**src/rtl/ctlrx_pkg.sv**
```systemverilog
package ctlrx_pkg;

    typedef enum logic [1:0] {
        FR_IDLE  = 2'd0,
        FR_SHIFT = 2'd1,
        FR_HOLD  = 2'd2
    } frame_state_e;

endpackage

```
**src/rtl/ctlrx_sync_edge.sv**
```systemverilog
module ctlrx_sync_edge #(
    parameter int STAGES = 2
) (
    input  logic clk,
    input  logic rst_n,
    input  logic sclk_i,
    input  logic sdat_i,
    output logic fall_o,
    output logic rise_o,
    output logic bit_o
);

    typedef struct packed {
        logic [STAGES-1:0] clk_chain;
        logic [STAGES-1:0] dat_chain;
        logic              prev;
    } sync_t;

    sync_t s_d, s_q;

    logic sclk_s;

    assign sclk_s = s_q.clk_chain[STAGES-1];

    always_comb begin
        s_d           = s_q;
        s_d.clk_chain = {s_q.clk_chain[STAGES-2:0], sclk_i};
        s_d.dat_chain = {s_q.dat_chain[STAGES-2:0], sdat_i};
        s_d.prev      = sclk_s;
    end

    always_ff @(posedge clk or negedge rst_n) begin
        if (!rst_n) begin
            s_q.clk_chain <= '1;
            s_q.dat_chain <= '0;
            s_q.prev      <= 1'b1;
        end else begin
            s_q <= s_d;
        end
    end

    assign fall_o = s_q.prev & ~sclk_s;
    assign rise_o = ~s_q.prev & sclk_s;
    assign bit_o  = s_q.dat_chain[STAGES-1];

endmodule

```
**src/rtl/ctlrx_framer.sv**
```systemverilog
module ctlrx_framer
    import ctlrx_pkg::*;
#(
    parameter int DATA_W     = 8,
    parameter int FRAME_BITS = DATA_W + 3,
    parameter int CNT_W      = $clog2(FRAME_BITS + 1)
) (
    input  logic              clk,
    input  logic              rst_n,
    input  logic              fall_i,
    input  logic              rise_i,
    input  logic              bit_i,
    output logic              done_o,
    output logic              wr_flag_o,
    output logic              cmd_flag_o,
    output logic [DATA_W-1:0] payload_o,
    output logic [CNT_W-1:0]  cnt_o
);

    localparam int BODY_BITS = FRAME_BITS - 1;

    typedef struct packed {
        frame_state_e         state;
        logic [CNT_W-1:0]     cnt;
        logic [BODY_BITS-1:0] body;
        logic                 done;
    } fr_t;

    fr_t f_d, f_q;

    always_comb begin
        f_d      = f_q;
        f_d.done = 1'b0;
        unique case (f_q.state)
            FR_IDLE: begin
                if (fall_i && bit_i) begin
                    f_d.body  = '0;
                    f_d.cnt   = CNT_W'(1);
                    f_d.state = FR_SHIFT;
                end
            end
            FR_SHIFT: begin
                if (fall_i) begin
                    f_d.body[f_q.cnt - CNT_W'(1)] = bit_i;
                    f_d.cnt = f_q.cnt + CNT_W'(1);
                    if (f_q.cnt == CNT_W'(FRAME_BITS - 1)) begin
                        f_d.state = FR_HOLD;
                    end
                end
            end
            FR_HOLD: begin
                if (rise_i) begin
                    f_d.done  = 1'b1;
                    f_d.cnt   = '0;
                    f_d.state = FR_IDLE;
                end
            end
            default: f_d.state = FR_IDLE;
        endcase
    end

    always_ff @(posedge clk or negedge rst_n) begin
        if (!rst_n) begin
            f_q.state <= FR_IDLE;
            f_q.cnt   <= '0;
            f_q.body  <= '0;
            f_q.done  <= 1'b0;
        end else begin
            f_q <= f_d;
        end
    end

    assign done_o     = f_q.done;
    assign wr_flag_o  = f_q.body[0];
    assign cmd_flag_o = f_q.body[1];
    assign payload_o  = f_q.body[BODY_BITS-1:2];
    assign cnt_o      = f_q.cnt;

endmodule

```
**src/rtl/ctlrx_decoder.sv**
```systemverilog
module ctlrx_decoder #(
    parameter int          DATA_W   = 8,
    parameter int          DEV_W    = 4,
    parameter int          NUM_REGS = 5,
    parameter logic [DEV_W-1:0] DEV_CODE = 4'hA,
    parameter int          INSTR_W  = DATA_W - DEV_W
) (
    input  logic                         clk,
    input  logic                         rst_n,
    input  logic                         done_i,
    input  logic                         wr_flag_i,
    input  logic                         cmd_flag_i,
    input  logic [DATA_W-1:0]            payload_i,
    output logic [NUM_REGS*DATA_W-1:0]   regs_o,
    output logic [INSTR_W-1:0]           instr_o,
    output logic                         cmd_stb_o,
    output logic                         wr_stb_o
);

    typedef struct packed {
        logic                               unlocked;
        logic                               want_data;
        logic [DATA_W-1:0]                  addr;
        logic [NUM_REGS-1:0][DATA_W-1:0]    regs;
        logic [INSTR_W-1:0]                 instr;
        logic                               cmd_stb;
        logic                               wr_stb;
    } dec_t;

    dec_t d_d, d_q;

    logic dev_match;

    assign dev_match = (payload_i[DEV_W-1:0] == DEV_CODE);

    always_comb begin
        d_d         = d_q;
        d_d.cmd_stb = 1'b0;
        d_d.wr_stb  = 1'b0;
        if (done_i && wr_flag_i) begin
            if (cmd_flag_i) begin
                if (dev_match) begin
                    d_d.unlocked  = 1'b1;
                    d_d.want_data = 1'b0;
                    d_d.instr     = payload_i[DATA_W-1:DEV_W];
                    d_d.cmd_stb   = 1'b1;
                end
            end else if (d_q.unlocked) begin
                if (!d_q.want_data) begin
                    d_d.addr      = payload_i;
                    d_d.want_data = 1'b1;
                end else begin
                    d_d.want_data = 1'b0;
                    for (int i = 0; i < NUM_REGS; i++) begin
                        if (d_q.addr == DATA_W'(i)) begin
                            d_d.regs[i] = payload_i;
                            d_d.wr_stb  = 1'b1;
                        end
                    end
                end
            end
        end
    end

    always_ff @(posedge clk or negedge rst_n) begin
        if (!rst_n) begin
            d_q <= '0;
        end else begin
            d_q <= d_d;
        end
    end

    assign regs_o    = d_q.regs;
    assign instr_o   = d_q.instr;
    assign cmd_stb_o = d_q.cmd_stb;
    assign wr_stb_o  = d_q.wr_stb;

endmodule

```
**src/rtl/ctl_burst_rx.sv**
```systemverilog
module ctl_burst_rx #(
    parameter int               DATA_W      = 8,
    parameter int               DEV_W       = 4,
    parameter int               NUM_REGS    = 5,
    parameter int               SYNC_STAGES = 2,
    parameter logic [DEV_W-1:0] DEV_CODE    = 4'hA
) (
    input  logic                       clk,
    input  logic                       rst_n,
    input  logic                       ser_clk_i,
    input  logic                       ser_dat_i,
    output logic [NUM_REGS*DATA_W-1:0] regs_o,
    output logic [DATA_W-DEV_W-1:0]    instr_o,
    output logic                       cmd_stb_o,
    output logic                       wr_stb_o
);

    localparam int FRAME_BITS = DATA_W + 3;
    localparam int CNT_W      = $clog2(FRAME_BITS + 1);
    localparam int INSTR_W    = DATA_W - DEV_W;

    logic              ser_fall;
    logic              ser_rise;
    logic              ser_bit;
    logic              frame_done;
    logic              frame_wr;
    logic              frame_cmd;
    logic [DATA_W-1:0] frame_payload;
    logic [CNT_W-1:0]  bit_cnt;

    ctlrx_sync_edge #(
        .STAGES (SYNC_STAGES)
    ) sync_i (
        .clk    (clk),
        .rst_n  (rst_n),
        .sclk_i (ser_clk_i),
        .sdat_i (ser_dat_i),
        .fall_o (ser_fall),
        .rise_o (ser_rise),
        .bit_o  (ser_bit)
    );

    ctlrx_framer #(
        .DATA_W     (DATA_W),
        .FRAME_BITS (FRAME_BITS),
        .CNT_W      (CNT_W)
    ) framer_i (
        .clk        (clk),
        .rst_n      (rst_n),
        .fall_i     (ser_fall),
        .rise_i     (ser_rise),
        .bit_i      (ser_bit),
        .done_o     (frame_done),
        .wr_flag_o  (frame_wr),
        .cmd_flag_o (frame_cmd),
        .payload_o  (frame_payload),
        .cnt_o      (bit_cnt)
    );

    ctlrx_decoder #(
        .DATA_W   (DATA_W),
        .DEV_W    (DEV_W),
        .NUM_REGS (NUM_REGS),
        .DEV_CODE (DEV_CODE),
        .INSTR_W  (INSTR_W)
    ) decoder_i (
        .clk        (clk),
        .rst_n      (rst_n),
        .done_i     (frame_done),
        .wr_flag_i  (frame_wr),
        .cmd_flag_i (frame_cmd),
        .payload_i  (frame_payload),
        .regs_o     (regs_o),
        .instr_o    (instr_o),
        .cmd_stb_o  (cmd_stb_o),
        .wr_stb_o   (wr_stb_o)
    );

endmodule

```
**config.mk**
```make
export PLATFORM = sky130hd
export DESIGN_NAME = ctl_burst_rx
export DESIGN_NICKNAME = d
export VERILOG_FILES = /design/src/rtl/ctlrx_pkg.sv /design/src/rtl/ctlrx_sync_edge.sv /design/src/rtl/ctlrx_framer.sv /design/src/rtl/ctlrx_decoder.sv /design/src/rtl/ctl_burst_rx.sv
export SDC_FILE = /design/constraint.sdc
export NUM_CORES = 1
export LEC_CHECK = 0
export ABC_CLOCK_PERIOD_IN_PS = 5850
export CORE_MARGIN = 3
export CORE_UTILIZATION = 65
export CTS_CLUSTER_DIAMETER = 80
export DETAILED_ROUTE_END_ITERATION = 8
export DONT_BUFFER_PORTS = 1
export GPL_TIMING_DRIVEN = 0
export HOLD_SLACK_MARGIN = 0.02
export PLACE_DENSITY = 0.81
export SYNTH_ARGS = -nofsm -noshare
export SYNTH_HDL_FRONTEND = slang
export SYNTH_SLANG_ARGS = --single-unit
```
**constraint.sdc**
```tcl
create_clock -name clk -period 5.85 [get_ports clk]
set_clock_uncertainty 0.1 [all_clocks]
set_input_delay 1.17 -clock clk [delete_from_list [all_inputs] [get_ports clk]]
set_output_delay 1.17 -clock clk [all_outputs]
set_load 0.05 [all_outputs]
```
-- Word level (Yosys, flattened, before mapping)
Index checks and enable logic that the tools add are counted.
Widths: inputs -> output; s select.
- register bits after elaboration: 78
- bits in latches: 0
- RAM bits: 0
- ROM bits: 0
- bits of input ports: 4
- output and inout port bits: 46
- word-level logic and storage cells: 94
- memories kept: 0
- $add $sub $neg: 2
- multiply operators: 0
- divide/modulo/power cells: 0
- order comparisons: 2
- equal/unequal tests: 13
- shift-type cells: 0
- muxes and demuxes: 34
- bitwise gates (word level): 6
- reductions and logical operators: 19
- operator list (cell ; count):
    $mux 49 ; 1
    $mux 8 ; 6
    $mux 40 ; 1
    $mux 16 ; 2
    $reduce_and 5->1 ; 5
    $pmux 10 s2 ; 1
    $eq 8x2->1 const B ; 2
    $mux 1 ; 15
    $pmux 4 s3 ; 1
    $reduce_and 4->1 ; 3
    $bwmux 10 ; 1
    $ne 2x1->1 const B ; 5
    $reduce_and 3->1 ; 3
    $eq 4x4->1 const B ; 2
    $eq 8x1->1 const B ; 1
    $eq 8x3->1 const B ; 1
    $logic_not 8->1 ; 1
    $mux 2 ; 3
    $mux 6 ; 1
    $pmux 2 s3 ; 1
    $lt 4x5->1 const B ; 1
    $add 4x1->4 const B ; 1
    $demux 1 s4 ; 1
    $ge 4x1->1 const B ; 1
    9 further kinds ; 16

-- Depth between registers and ports, before layout
- word-level depth: 10
- gate-level depth with buffers: 7
- depth with buffers taken out: 6

-- Hierarchy
Synthesis repeated with hierarchy kept, for this count alone.
- cells, all modules: 318
- area, all modules: 3950.0 sq um
- modules (own cells, without submodules) (module ; instances ; cells each ; area each (sq um)):
    ctlrx_decoder ; 1 ; 181 ; 2561.2
    ctlrx_framer ; 1 ; 130 ; 1244.9
    ctlrx_sync_edge ; 1 ; 7 ; 143.9

-- Least setup slack after synthesis
Ideal clock, no wire load.
- path kind: register to register
- from: register decoder_i.d_q[50] (netlist name)
- to: register decoder_i.d_q (netlist bit decoder_i.regs_o[24])
- setup time: 125 ps
- data arrival time: 1848 ps
- data required time: 5625 ps
- slack: 3778 ps
- cell stages (with the launch flop): 6
- buffers on the path: 1
- period minus slack after synthesis: 2072 ps
- cells stage by stage: dfrtp_1 or4b_4 nor4_4 and3_1 buf_4 mux2_2
- cells in the longest elaborated chain, start to end: 2
- ends and longest elaborated chain (item ; RTL line ; text):
    from (decl) ; ctlrx_decoder.sv:30 ; dec_t d_d, d_q;
    from (signal assigned) ; ctlrx_decoder.sv:67 ; d_q <= '0;
    from (signal assigned) ; ctlrx_decoder.sv:69 ; d_q <= d_d;
    $eq 8x2->1 ; ctlrx_decoder.sv:55 ; if (d_q.addr == DATA_W'(i)) begin
    $reduce_and 5->1 (no source line) ; n/a ;
Every way passes these cells.
A chain may end at the register's enable or synchronous reset.

-- Worst setup path after layout
- from: register framer_i.f_q (netlist bit framer_i.cnt_o[0])
- to: register framer_i.f_q (netlist bit framer_i.cmd_flag_o)
- cells in the longest elaborated chain, start to end: 8
- ends and longest elaborated chain (item ; RTL line ; text):
    from (decl) ; ctlrx_framer.sv:29 ; fr_t f_d, f_q;
    $sub 4x1->4 * ; ctlrx_framer.sv:44 ; f_d.body[f_q.cnt - CNT_W'(1)] = bit_i;
    $lt 4x5->1 (implied by the code) / $ge 4x1->1 (equally long branches) ; ctlrx_framer.sv:44 ;
    $logic_and 1x1->1 (implied by the code) ; ctlrx_framer.sv:44 ;
    $mux 1 (implied by the code) ; ctlrx_framer.sv:44 ;
    $demux 1 s4 * ; n/a ;
    $bwmux 10 * ; ctlrx_framer.sv:44 ;
    $mux 16 * ; ctlrx_framer.sv:43 ; if (fall_i) begin
    $pmux 10 s2 * ; ctlrx_framer.sv:34 ; unique case (f_q.state)
Mark *: on every way between the ends. The rest lies on a longest branch, timed or not. The select of a mux whose other input is x is not followed.

==> out/metrics.csv <==
metric,value,unit
outcome,"complete, no violations",
WP data required,5.98,ns
P_leak,2.01,nW
Worst Hold Class,flip-flop to flip-flop,
clock latency on the worst-skew pair,0.34,ns
R2R depth,5,
synth unique cells,45,
CP startpoint kind,flip-flop,
number of global-route vias before repair,2201,
Ports,50,
TritonCTS Buffers,9,
GRT Util Overall,22.8,%
post-CTS resize count,0,
Critical Path Max Stage Delay,0.80,ns
drt pass-1 iters,4,
total wire length,6.90,mm
most numerous cell in the Yosys netlist,dfrtp_1,
Worst EP arrival,2.53,ns
cells after synthesis,301,
synthesized area per cell,12.4,µm²
Placeable Area,5340,µm²
Main synth FF type,dfrtp_1,
ratio of cells with drive above 1 in the final layout,39.7,%
largest net degree at the start of global routing,79,
routability congestion estimate,0.802,
met1 wire length,3.12,mm
CP max FO,8,
Syn-to-layout area delta,7.74,%
Die Area,6690,µm²
Crit Path Class,flip-flop to flip-flop,
Starting Density,70.0,%
setup TNS,0,ns
Critical R2R Capture,framer_i.cmd_flag_o$_DFFE_PN0P_,
worst-margin pin slew,1.13,ns
total grt overflow,0,
slack of the worst reg-to-reg path,3.45,ns
WL met2,3.32,mm
Die X,81.8,µm
wire length per cell,17.8,µm
Site Rows,26,
Worst setup EP type,flip-flop,
post-route setup slack,3.45,ns
port bufs,0,
area occupied by registers,1960,µm²
dpl ws,3.51,ns
Max IR drop VDD,0.000232,V
clk root buf,clkbuf_8,
Post-synth EDFFs,0,
DRC errors left,0,
Hold WS,0.266,ns
Nets,325,
TritonCTS clock tree,done,
Synth area leader,dfrtp_1,
DR top layer,met4,
met3 routed WL,366,µm
DR vias,2251,
multi-input logic area,1370,µm²
drt first-iter violations,162,
hold buffer count at CTS,0,
crit share post-route,41.0,%
H-tree levels,3,
launch point of the critical path,framer_i.cnt_o[0]$_DFFE_PN0P_,
worst path cell trace,inv_1 > ha_1 > o41ai_1 > o21ai_0 > a22o_1,
dpl hpwl,4.61,mm
syn_nets,314,
vias per cell,5.82,
power per cell area,326,nW/µm²
antenna-violating nets left,0,
slew margin rel.,23.4,%
critical path endpoint,framer_i.cmd_flag_o$_DFFE_PN0P_,
final setup fails,0,
mapped cell area,3730,µm²
fillers,375,
Hold Fails Final Rpt,0,
CTS sink cnt,78,
ANT cells,0,
"Slew Viols, Final",0,
RSZ-0062 raised after global routing,no,
chip height,81.8,µm
"top cells by count, synth","dfrtp_1, mux2_2, buf_4, inv_1, o21ai_0",
Max Cap Viol,0,
Worst path slowest cell,o41ai_1,
Max Clock Freq,417,MHz
Seq cells post-synth,78,
post-synthesis sequential area ratio,52.4,%
async set-or-reset flop fraction in the synthesized netlist,100,%
synth top area cells,"dfrtp_1, mux2_2, buf_4",
Post-CTS Setup Bufs,0,
Period minus WS final,2.40,ns
post-synth top area share,50.3,%
R2R Path Start,framer_i.cnt_o[0]$_DFFE_PN0P_,
initial antenna violation count,0,
first-pass GRT wire length,11.2,mm
synth warn,0,
register clock-pin slew on the reported worst setup and hold paths,0.07,ns
Clock Path Buffers,2,
## critical path, delay by kind of cell, from the launching register on
kind	cells	cell delay, ns
AOI/OAI and AO/OA	3	1.25
adders and majority gates	1	0.28
buffers and inverters	1	0.15
DFF	1	0.51
## per-layer routing
metal	up-vias	global-route usage (%)
li1	1045	-
met1	1139	31.4
met2	57	35.8
met3	10	4.39
met4	0	9.47
met5	-	0
## cells in the final DEF (no fill, tap or decap), drive strengths merged, types with 3 or more instances in the layout
master	n
a21oi	5
a22o	8
and2	4
buf	46
clkbuf	18
dfrtp	75
dfstp	3
ha	9
inv	12
mux2	53
nand2	6
nand3	3
nand3b	3
nand4	4
nor2	5
nor2b	5
nor3	8
o21ai	12
or2	4
## flip-flops by register name, summed over array words and instances, names as in the netlist
signal / count
decoder_i.cmd_stb_o: 1
decoder_i.d_q: 10
decoder_i.instr_o: 4
decoder_i.regs_o: 40
decoder_i.wr_stb_o: 1
framer_i.cmd_flag_o: 1
framer_i.cnt_o: 4
framer_i.done_o: 1
framer_i.f_q: 2
framer_i.payload_o: 8
framer_i.wr_flag_o: 1
sync_i.bit_o: 1
sync_i.s_d: 3
sync_i.s_q: 1
## where the power goes
group / internal (mW) / switching [mW] / total (mW)
Combinational: 0.102 / 0.161 / 0.262
Sequential: 0.573 / 0.0716 / 0.645
Clock: 0.220 / 0.185 / 0.405
Total: 0.895 / 0.417 / 1.31
## cells by family after synthesis
family                     count (synthesis)  synth area share, %
DFF                                       78                 52.4
buffers and inverters                     63                 10.9
muxes                                     55                 16.5
and+or+nand+nor                           55                 9.58
AOI/OAI and AO/OA                         41                 7.57
adders and majority gates                  9                 3.02
## through the flow
step / instance area, µm² / util (%) / power [mW] / instances
finish: 4020 / 75.4 / 1.31 / 387
global route: 4020 / 75.4 / 1.38 / 387
CTS: 4020 / 75.4 / 1.32 / 387
detailed placement: 3820 / 71.6 / 0.908 / 371
global placement: 3820 / 71.6 / 0.893 / 371
floorplan: 3730 / - / 0.825 / 301
## worst min-delay path by stage
stage,endpoint,depth (start not counted),start,slack [ns]
finish,sync_i.s_d[0]$_DFF_PN1_,0,sync_i.s_d[4]$_DFF_PN1_,0.27
detailed placement,sync_i.bit_o$_DFF_PN0_,0,sync_i.s_d[2]$_DFF_PN0_,0.26
global placement,sync_i.bit_o$_DFF_PN0_,0,sync_i.s_d[2]$_DFF_PN0_,0.23
floorplan,sync_i.bit_o$_DFF_PN0_,0,sync_i.s_d[2]$_DFF_PN0_,0.23
global route,sync_i.s_d[0]$_DFF_PN1_,0,sync_i.s_d[4]$_DFF_PN1_,0.28
CTS,sync_i.s_d[0]$_DFF_PN1_,0,sync_i.s_d[4]$_DFF_PN1_,0.27
## final cells by class
type / instances / share of cell area, %
buffer: 51 / 9.02
clock buffer: 13 / 3.95
clock inverter: 3 / 1.06
inverter: 12 / 1.12
multi-input combinational: 160 / 34.1
sequential: 78 / 48.6
tap: 70 / 2.18
Power figures use the tool's default switching activity.
